[config.mk]
export PLATFORM = sky130hd
export DESIGN_NAME = wsrch_wr_seq
export DESIGN_NICKNAME = d
export VERILOG_FILES = /design/src/rtl/wsrch_wr_seq.sv
export SDC_FILE = /design/constraint.sdc
export NUM_CORES = 1
export LEC_CHECK = 0
export BUFFER_PORTS_ARGS = -buffer_cell sky130_fd_sc_hd__buf_2
export CELL_PAD_IN_SITES_DETAIL_PLACEMENT = 2
export CELL_PAD_IN_SITES_GLOBAL_PLACEMENT = 2
export CORE_UTILIZATION = 32
export CTS_BUF_LIST = sky130_fd_sc_hd__clkbuf_4
export DETAILED_ROUTE_END_ITERATION = 10
export PLACE_DENSITY_LB_ADDON = 0.12
export REMOVE_ABC_BUFFERS = 1
export SKIP_CTS_REPAIR_TIMING = 1
export SYNTH_ARGS = -nofsm -noshare
export SYNTH_HDL_FRONTEND = slang
export SYNTH_SLANG_ARGS = --single-unit
export TNS_END_PERCENT = 100
[constraint.sdc]
create_clock -name clk -period 2.95 [get_ports clk]
set_clock_uncertainty 0.15 [all_clocks]
set_input_delay 0.59 -clock clk [delete_from_list [all_inputs] [get_ports clk]]
set_output_delay 0.59 -clock clk [all_outputs]
set_load 0.02 [all_outputs]
[src/rtl/wsrch_wr_seq.sv]
`timescale 1ns/1ps
module wsrch_wr_seq #(
  parameter int DQ_W     = 68,
  parameter int ADDR_W   = 15,
  parameter int LEN_W    = 8,
  parameter int RADDR_W  = 6,
  parameter logic [5:0] BCFG_REG = 6'h30
) (
  input  logic              clk,
  input  logic              rst_n,
  input  logic [4:0]        dev_id,
  input  logic              cmd_vld,
  input  logic [9:0]        cmd,
  input  logic [DQ_W-1:0]   dq,
  output logic              wr_en,
  output logic [1:0]        wr_space,
  output logic [ADDR_W-1:0] wr_addr,
  output logic [DQ_W-1:0]   wr_data,
  output logic [2:0]        gmask_idx,
  output logic              busy,
  output logic              proto_err
);

  localparam logic [4:0] BCAST  = 5'h1F;
  localparam logic [1:0] SP_REG = 2'b11;
  localparam logic [1:0] SP_BAD = 2'b10;
  localparam int         LEN_LO = ADDR_W;
  localparam int         LEN_HI = ADDR_W + LEN_W - 1;

  typedef enum logic [1:0] {S_IDLE, S_PHB, S_DATA, S_GAP} st_t;

  st_t               st_q;
  logic              burst_q;
  logic [5:0]        fld_q;
  logic [1:0]        space_q;
  logic [ADDR_W-1:0] addr_q;
  logic [ADDR_W-1:0] baddr_q;
  logic [LEN_W-1:0]  blen_q;
  logic [LEN_W-1:0]  cnt_q;

  logic       is_wr, id_hit, is_bcfg;
  logic [1:0] sp_in;

  assign is_wr   = cmd_vld && (cmd[1:0] == 2'b01);
  assign id_hit  = (dq[25:21] == dev_id) || (dq[25:21] == BCAST);
  assign sp_in   = dq[20:19];
  assign is_bcfg = !burst_q && (space_q == SP_REG) &&
                   (addr_q == {{(ADDR_W-RADDR_W){1'b0}}, BCFG_REG[RADDR_W-1:0]});
  assign busy    = (st_q != S_IDLE);

  always_ff @(posedge clk) begin
    if (!rst_n) begin
      st_q      <= S_IDLE;
      burst_q   <= 1'b0;
      fld_q     <= '0;
      space_q   <= '0;
      addr_q    <= '0;
      baddr_q   <= '0;
      blen_q    <= '0;
      cnt_q     <= '0;
      wr_en     <= 1'b0;
      wr_space  <= '0;
      wr_addr   <= '0;
      wr_data   <= '0;
      gmask_idx <= '0;
      proto_err <= 1'b0;
    end else begin
      wr_en     <= 1'b0;
      proto_err <= 1'b0;
      case (st_q)
        S_IDLE: begin
          if (is_wr && !cmd[9]) begin
            st_q    <= S_PHB;
            burst_q <= cmd[2];
            fld_q   <= cmd[8:3];
          end
        end
        S_PHB: begin
          if (!is_wr || (cmd[8:3] != fld_q)) begin
            proto_err <= 1'b1;
            st_q      <= S_IDLE;
          end else if (!id_hit) begin
            st_q <= S_IDLE;
          end else if ((sp_in == SP_BAD) || (burst_q && (sp_in == SP_REG))) begin
            proto_err <= 1'b1;
            st_q      <= S_IDLE;
          end else begin
            st_q    <= S_DATA;
            space_q <= sp_in;
            addr_q  <= (sp_in == SP_REG) ? {{(ADDR_W-RADDR_W){1'b0}}, dq[RADDR_W-1:0]}
                                         : dq[ADDR_W-1:0];
            cnt_q   <= !burst_q ? LEN_W'(1) : ((blen_q == '0) ? LEN_W'(1) : blen_q);
          end
        end
        S_DATA: begin
          if (is_wr) proto_err <= 1'b1;
          wr_en     <= 1'b1;
          wr_space  <= space_q;
          wr_data   <= dq;
          gmask_idx <= fld_q[2:0];
          wr_addr   <= burst_q ? baddr_q : addr_q;
          if (burst_q) baddr_q <= baddr_q + 1'b1;
          if (is_bcfg) begin
            baddr_q <= dq[ADDR_W-1:0];
            blen_q  <= dq[LEN_HI:LEN_LO];
          end
          cnt_q <= cnt_q - 1'b1;
          if (cnt_q == LEN_W'(1)) st_q <= S_GAP;
        end
        default: begin
          if (is_wr) proto_err <= 1'b1;
          st_q <= S_IDLE;
        end
      endcase
    end
  end

  AST_WR_WHILE_BUSY: assert property (@(posedge clk) disable iff (!rst_n)
    wr_en |-> busy);
  AST_GAP_ONE_CYCLE: assert property (@(posedge clk) disable iff (!rst_n)
    (st_q == S_GAP) |=> (st_q == S_IDLE));
  AST_NO_BAD_SPACE: assert property (@(posedge clk) disable iff (!rst_n)
    wr_en |-> (wr_space != SP_BAD));
  AST_BURST_STEP: assert property (@(posedge clk) disable iff (!rst_n)
    (wr_en && $past(wr_en)) |-> (wr_addr == ADDR_W'($past(wr_addr) + 1'b1)));
  AST_IDX_HELD: assert property (@(posedge clk) disable iff (!rst_n)
    (wr_en && $past(wr_en)) |-> ($stable(gmask_idx) && $stable(wr_space)));
  AST_REG_SINGLE: assert property (@(posedge clk) disable iff (!rst_n)
    (wr_en && wr_space == SP_REG) |-> !$past(wr_en));

endmodule

==> impl_metrics.env, run 1 <==
export IMPL_regToRegStartpoint="addr_q[7]"
export IMPL_finalWorstPathRequiredPeriod_ns=2.47
export IMPL_wl_per_cell_um=17.7
export IMPL_worstMarginPinSlew_ns=0.936
export IMPL_placedInstanceArea_mm2=0.00723
export IMPL_cts_root_buf="sky130_fd_sc_hd__clkbuf_4"
export IMPL_port_buffers=176
export IMPL_vias_in_the_first_global_route=6407
export IMPL_clock_sink_count=147
export IMPL_clk_pin_slew_ns=0.13
export IMPL_area_of_all_placed_cells_without_fillers_mm2=0.00751
export IMPL_detail_route_first_pass_iterations=4
export IMPL_gpl_final_weighted_congestion=0.766
export IMPL_nFillCells=2194
export IMPL_max_ir_drop_vdd_mv=0.170
export IMPL_cp_end_kind="flip-flop"
export IMPL_worstPathMaxFanout=13
export IMPL_timing_critical_path_from_type="flip-flop"
export IMPL_grt_overflow_total=0
export IMPL_timing_reg2reg_worst_path_depth=6
export IMPL_synth_flop_cell="sky130_fd_sc_hd__dfxtp_1"
export IMPL_layout_cells_most_common="sky130_fd_sc_hd__nand2_1"
export IMPL_synth_cell_area_mm2=0.00609
export IMPL_initial_core_util_pct=32.6
export IMPL_io_pins=177
export IMPL_synth_compound_area_share_pct=16.9
export IMPL_crit_path_max_incr_delay_ns=0.56
export IMPL_postSynth_asyncResetShare_pct=0
export IMPL_synth_seq_area_share_pct=48.3
export IMPL_dp_cells=1128
export IMPL_design_final_nets=1002
export IMPL_inserted_clock_buffers=17
export IMPL_critPathCapture="baddr_q[14]"
export IMPL_rsz_0062_raised_after_global_routing="false"
export IMPL_synth_area_per_cell_um2=8.07
export IMPL_fraction_of_the_mapped_netlist_area_in_simple_logic_gates_pct=22.9
export IMPL_tot_gr_track_use_pct=21.4
export IMPL_crit_required_ns=3.25
export IMPL_area_growth_pct=23.2
export IMPL_synth_area_leader_cell="sky130_fd_sc_hd__dfxtp_1"
export IMPL_launch_point_of_the_worst_path="addr_q[7]"
export IMPL_maxCapViolCount=0
export IMPL_stdcell_count=1161
export IMPL_grt_pass1_wl_um=33200
export IMPL_dieWidth_um=140
export IMPL_final_antenna_net_count=0
export IMPL_powerDensity_mw_per_mm2=459
export IMPL_critical_setup_path_kind="flip-flop to flip-flop"
export IMPL_achievable_frequency_ghz=0.405
export IMPL_critical_path_reg2reg_endpoint="baddr_q[14]"
export IMPL_min_path_type="input port to flip-flop"
export IMPL_clock_path_buffers=2
export IMPL_finalSetupViolCount=0
export IMPL_routed_via_count=5961
export IMPL_synth_enable_flop_cells=0
export IMPL_worstSkewPairLatency_ns=0.55
export IMPL_synth_xor_xnor_area_share_pct=2.30
export IMPL_largest_net_degree_at_the_start_of_global_routing=67
export IMPL_layout_cells_most_common_list="sky130_fd_sc_hd__nand2_1 (179), sky130_fd_sc_hd__buf_2 (176), sky130_fd_sc_hd__dfxtp_1 (147)"
export IMPL_critical_path_slowest_cell="sky130_fd_sc_hd__nor4b_1"
export IMPL_arrival_ns=2.77
export IMPL_run_status="finished clean"
export IMPL_regArea_mm2=0.00294
export IMPL_total_half_perimeter_wirelength_after_legalization_and_detailed_placement_um=14500
export IMPL_dieArea_mm2=0.0196
export IMPL_muxShareOfSynthArea_pct=4.78
export IMPL_cellLeakagePower_nw=2.88
export IMPL_synth_seq_cells=147
export IMPL_final_hold_viol_count=0
export IMPL_post_route_drc_count=0
export IMPL_grt_antenna_before_repair=2
export IMPL_core_region_area_mm2=0.0187
export IMPL_rows=50
export IMPL_post_synth_fa_ha_maj_area_fraction_pct=0.616
export IMPL_route_detailed_vias_per_inst=5.13
export IMPL_fin_setup_tns_ns=0
export IMPL_critical_path_cell_chain="nor4b_1 -> nand3_1 -> or2_4 -> a21oi_4 -> a21boi_0 -> o21a_1"
export IMPL_fin_crit_sh_pct=83.6
export IMPL_synthTopCellsByArea="sky130_fd_sc_hd__dfxtp_1 (48%), sky130_fd_sc_hd__nand2_1 (11%), sky130_fd_sc_hd__a21oi_1 (8.8%)"
export IMPL_cts_tree="built"
export IMPL_cts_htree_levels=4
export IMPL_share_of_cells_above_drive_strength_1_pct=24.6
export IMPL_final_hold_worst_slack_ns=0.113
export IMPL_drt_first_iter_violations=173
export IMPL_post_synth_inst_count=755
export IMPL_max_slew_margin_rel_pct=37.2
export IMPL_multi_input_area_mm2=0.00291
export IMPL_die_height_um=140
export IMPL_yosys_warnings=0
export IMPL_synth_top_cell_area_share_pct=48.3
export IMPL_slew_violations=0
export IMPL_reg2reg_slack_ns=0.48
export IMPL_yosysUniqueCellTypes=50
export IMPL_finish_utilization_pct=40.1
export IMPL_synth_top_family_by_area="simple AND/OR/NAND/NOR gates"
export IMPL_routed_wl_um=20600
==> synth_stat cells (5+ instances only) <==
library cell,count
sky130_fd_sc_hd__o22ai_1,5
sky130_fd_sc_hd__a211oi_1,21
sky130_fd_sc_hd__mux2i_1,28
sky130_fd_sc_hd__o21ai_0,27
sky130_fd_sc_hd__a21oi_1,107
sky130_fd_sc_hd__inv_1,12
sky130_fd_sc_hd__nor2_1,52
sky130_fd_sc_hd__nand4_1,5
sky130_fd_sc_hd__nor3_1,11
sky130_fd_sc_hd__buf_2,5
sky130_fd_sc_hd__nand2_1,179
sky130_fd_sc_hd__clkbuf_1,41
sky130_fd_sc_hd__nor4_1,5
sky130_fd_sc_hd__xor2_1,5
sky130_fd_sc_hd__dfxtp_1,147
sky130_fd_sc_hd__nand3_1,22
sky130_fd_sc_hd__nand2b_1,14
sky130_fd_sc_hd__xnor2_1,11
==> worst min path at each step <==
| stage | start | end | depth (start not counted) | slack (ns) |
|---|---|---|---|---|
| floorplan | space_q[0] | wr_space[0] | 2 | 0.29 |
| global placement | wr_data[2] | wr_data[2] | 2 | 0.29 |
| detailed placement | wr_data[59] | wr_data[59] | 2 | 0.30 |
| CTS | dq[28] | wr_data[28] | 3 | 0.06 |
| global route | dq[51] | wr_data[51] | 3 | 0.08 |
| finish | dq[51] | wr_data[51] | 3 | 0.11 |
==> cell families (layout without fill, tap and decap cells) <==
| group | Yosys count | in the layout |
|---|---|---|
| compound gates | 180 | 180 |
| xor+xnor | 16 | 16 |
| fa+ha+maj | 3 | 3 |
| buf+inv | 64 | 234 |
| flops | 147 | 147 |
| mux | 29 | 29 |
| other cells | 0 | 2 |
| simple gates | 316 | 316 |
==> report_power, final <==
group / total [mW] / switching [mW] / internal, mW
Combinational: 0.152 / 0.0889 / 0.0636
Clock: 1.30 / 0.727 / 0.576
Sequential: 1.99 / 0.00223 / 1.99
==> cell type report <==
type	instances	share of cell area (%)
flip-flops and latches	147	39.2
repair buffers	191	13.7
diodes	2	0.0667
clock inverters	13	1.88
inverters	12	0.633
clock buffers	18	1.80
multi-input cells	544	38.8
well taps	234	3.90
==> flip-flops by register name, summed over array words and instances (netlist names), 2 cells and up <==
signal / cells
baddr_q: 15
gmask_idx: 3
addr_q: 15
wr_addr: 15
cnt_q: 8
st_q: 2
wr_data: 68
fld_q: 6
blen_q: 8
wr_space: 2
space_q: 2
==> metrics by stage <==
stage	total power [mW]	setup slack, ns
2_1_floorplan	2.08	-3.12
3_3_place_gp	2.18	0.434
3_5_place_dp	2.19	0.272
4_1_cts	3.51	0.472
5_1_grt	3.59	0.374
6_report	3.44	0.482
==> layer usage <==
layer / wire length, µm / up-vias / track usage (%) / share of wire, %
met1: 9100 / 2927 / 25.2 / 44
li1: - / 2889 / - / -
met3: 533 / 26 / 3.35 / 2.6
met2: 10500 / 119 / 39.1 / 51
met4: 385 / 0 / 7.63 / 1.9
met5: 0 / - / 0 / 0
==> worst max-delay path: cells and delay by family, from the launching register on <==
family	cells	cell delay (ns)
simple gates	3	1.24
flops	1	0.36
compound gates	3	0.62
Power figures use the tool's default switching activity.
==> run 2: changes to the inputs <==
CORE_UTILIZATION = 27   (was 32)
clock period = 2 ns   (was 2.95 ns; I/O delays follow)
==> run 2 against run 1 <==
The run now ends with DRC, setup timing left; sequential power increased by 47%; routed wire length is 17% higher; first-iteration DRC count grew 31%; clock-buffer cell count rose by 2; fmax rose by 22%; total power rose by 62%; hold slack worse by 0.051 ns; global-route usage decreased by 1.5 points; sequential share of layout area fell by 6.7 points; cell count is 15% higher; critical path type unchanged; core utilization is 1.5 points higher; combinational power rose by 140%.
==> impl_metrics.env, run 2 (same netlist as run 1, synthesis figures left out) <==
export IMPL_critical_path_cell_chain="nand2b_4 -> or4_4 -> or2_4 -> a21oi_4 -> buf_4 -> a21boi_1 -> o21a_1"
export IMPL_critical_setup_path_kind="flip-flop to flip-flop"
export IMPL_wl_per_cell_um=18.1
export IMPL_finalWorstPathRequiredPeriod_ns=2.02
export IMPL_vias_in_the_first_global_route=6796
export IMPL_regToRegStartpoint="addr_q[14]"
export IMPL_area_growth_pct=50.1
export IMPL_reg2reg_slack_ns=-0.02
export IMPL_routed_wl_um=24100
export IMPL_timing_critical_path_from_type="flip-flop"
export IMPL_initial_core_util_pct=27.7
export IMPL_design_final_nets=1128
export IMPL_worstMarginPinSlew_ns=0.578
export IMPL_crit_buf_inv=1
export IMPL_worstSkewPairLatency_ns=0.56
export IMPL_rsz_0062_raised_after_global_routing="true"
export IMPL_cellLeakagePower_nw=3.60
export IMPL_detail_route_first_pass_iterations=8
export IMPL_cp_top_family="simple AND/OR/NAND/NOR gates"
export IMPL_dieWidth_um=152
export IMPL_stdcell_count=1331
export IMPL_grt_pass1_wl_um=36700
export IMPL_finalSetupViolCount=1
export IMPL_registers_top_by_ff_count="wr_data"
export IMPL_tot_gr_track_use_pct=19.9
export IMPL_drt_first_iter_violations=227
export IMPL_failed_checks="DRC, setup timing"
export IMPL_critPathCapture="baddr_q[14]"
export IMPL_worstPathMaxFanout=3
export IMPL_timing_critical_path_depth=7
export IMPL_max_ir_drop_vdd_mv=0.305
export IMPL_worst_hold_startpoint="rst_n"
export IMPL_largest_net_degree_at_the_start_of_global_routing=74
export IMPL_clk_pin_slew_ns=0.13
export IMPL_dieArea_mm2=0.0232
export IMPL_rows=54
export IMPL_post_route_drc_count=16
export IMPL_largest_register_ff_count=68
export IMPL_layout_cells_most_common="sky130_fd_sc_hd__nand2_1"
export IMPL_core_region_area_mm2=0.0220
export IMPL_timing_reg2reg_worst_path_depth=7
export IMPL_grt_antenna_before_repair=1
export IMPL_grt_overflow_total=0
export IMPL_hold_path_cell_count=3
export IMPL_final_hold_viol_count=0
export IMPL_final_hold_worst_slack_ns=0.0620
export IMPL_min_path_type="input port to flip-flop"
export IMPL_final_antenna_net_count=0
export IMPL_inserted_clock_buffers=17
export IMPL_clock_sink_count=147
export IMPL_maxCapViolCount=0
export IMPL_cts_htree_levels=4
export IMPL_layout_cells_most_common_list="sky130_fd_sc_hd__nand2_1 (179), sky130_fd_sc_hd__buf_2 (175), sky130_fd_sc_hd__dfxtp_1 (135)"
export IMPL_clock_path_buffers=2
export IMPL_crit_path_max_incr_delay_ns=0.50
export IMPL_total_half_perimeter_wirelength_after_legalization_and_detailed_placement_um=16300
export IMPL_max_slew_margin_rel_pct=61.4
export IMPL_run_status="complete, but fails checks"
export IMPL_critical_path_reg2reg_endpoint="baddr_q[14]"
export IMPL_route_detailed_vias_per_inst=4.87
export IMPL_critical_path_slowest_cell="sky130_fd_sc_hd__or4_4"
export IMPL_dp_cells=1216
export IMPL_launch_point_of_the_worst_path="addr_q[14]"
export IMPL_slew_violations=0
export IMPL_port_buffers=176
export IMPL_cts_root_buf="sky130_fd_sc_hd__clkbuf_4"
export IMPL_fin_setup_tns_ns=-0.0247
export IMPL_arrival_ns=2.33
export IMPL_die_height_um=152
export IMPL_routed_via_count=6488
export IMPL_cts_tree="built"
export IMPL_powerDensity_mw_per_mm2=608
export IMPL_final_critical_path_setup_slack_ns=-0.0247
export IMPL_crit_required_ns=2.31
export IMPL_fin_crit_sh_pct=101
export IMPL_achievable_frequency_ghz=0.494
export IMPL_share_of_cells_above_drive_strength_1_pct=31.8
export IMPL_gpl_final_weighted_congestion=0.802
export IMPL_cp_end_kind="flip-flop"
export IMPL_io_pins=177
## run 2: how the worst min path moves through the flow
| stage | endpoint | slack [ns] |
|---|---|---|
| 2_1_floorplan | wr_space[0] | 0.29 |
| 3_3_place_gp | wr_data[37] | 0.29 |
| 3_5_place_dp | wr_data[52] | 0.30 |
| 4_1_cts | wr_data[39] | -0.16 |
| 5_1_grt | addr_q[4] | 0.02 |
| 6_report | addr_q[1] | 0.06 |
## run 2: per-stage QoR
step | worst slack, ns | total power [mW] | util [%] | instance area (µm²)
global route | -0.0694 | 5.81 | 41.6 | 9150
detailed placement | -0.287 | 3.25 | 34.9 | 7670
global placement | -0.159 | 3.24 | 34.9 | 7670
CTS | -0.330 | 5.55 | 36.5 | 8010
finish | -0.0247 | 5.56 | 41.6 | 9150
floorplan | -4.07 | 3.07 | - | 5880
## run 2: metal layers
| metal | up-vias | wire [µm] | GRT usage, % |
|---|---|---|---|
| met2 | 123 | 12700 | 36.7 |
| met4 | 0 | 320 | 6.32 |
| met3 | 22 | 782 | 3.53 |
| met5 | - | 0 | 0 |
| met1 | 3212 | 10300 | 23.2 |
| li1 | 3131 | - | - |
## run 2: report_power, final
group	total, mW	switching (mW)	internal (mW)
combinational	0.371	0.169	0.202
sequential	2.93	0.00358	2.93
clock	2.26	1.12	1.14
total	5.56	1.29	4.27
## run 2: worst register-to-register path: cells and delay by family, from the launching register on
family	cells	cell delay, ns
buf+inv	1	0.15
flops	1	0.34
compound gates	3	0.37
simple gates	3	0.91
## run 2: final cells by class
cell class | instances | area, µm²
Fill cell | 2493 | 12800
Antenna cell | 1 | 2.50
Sequential cell | 147 | 2970
Multi-Input combinational cell | 544 | 3130
Inverter | 12 | 51.3
Clock inverter | 10 | 184
Timing Repair Buffer | 317 | 2310
Clock buffer | 20 | 150
Tap cell | 280 | 350
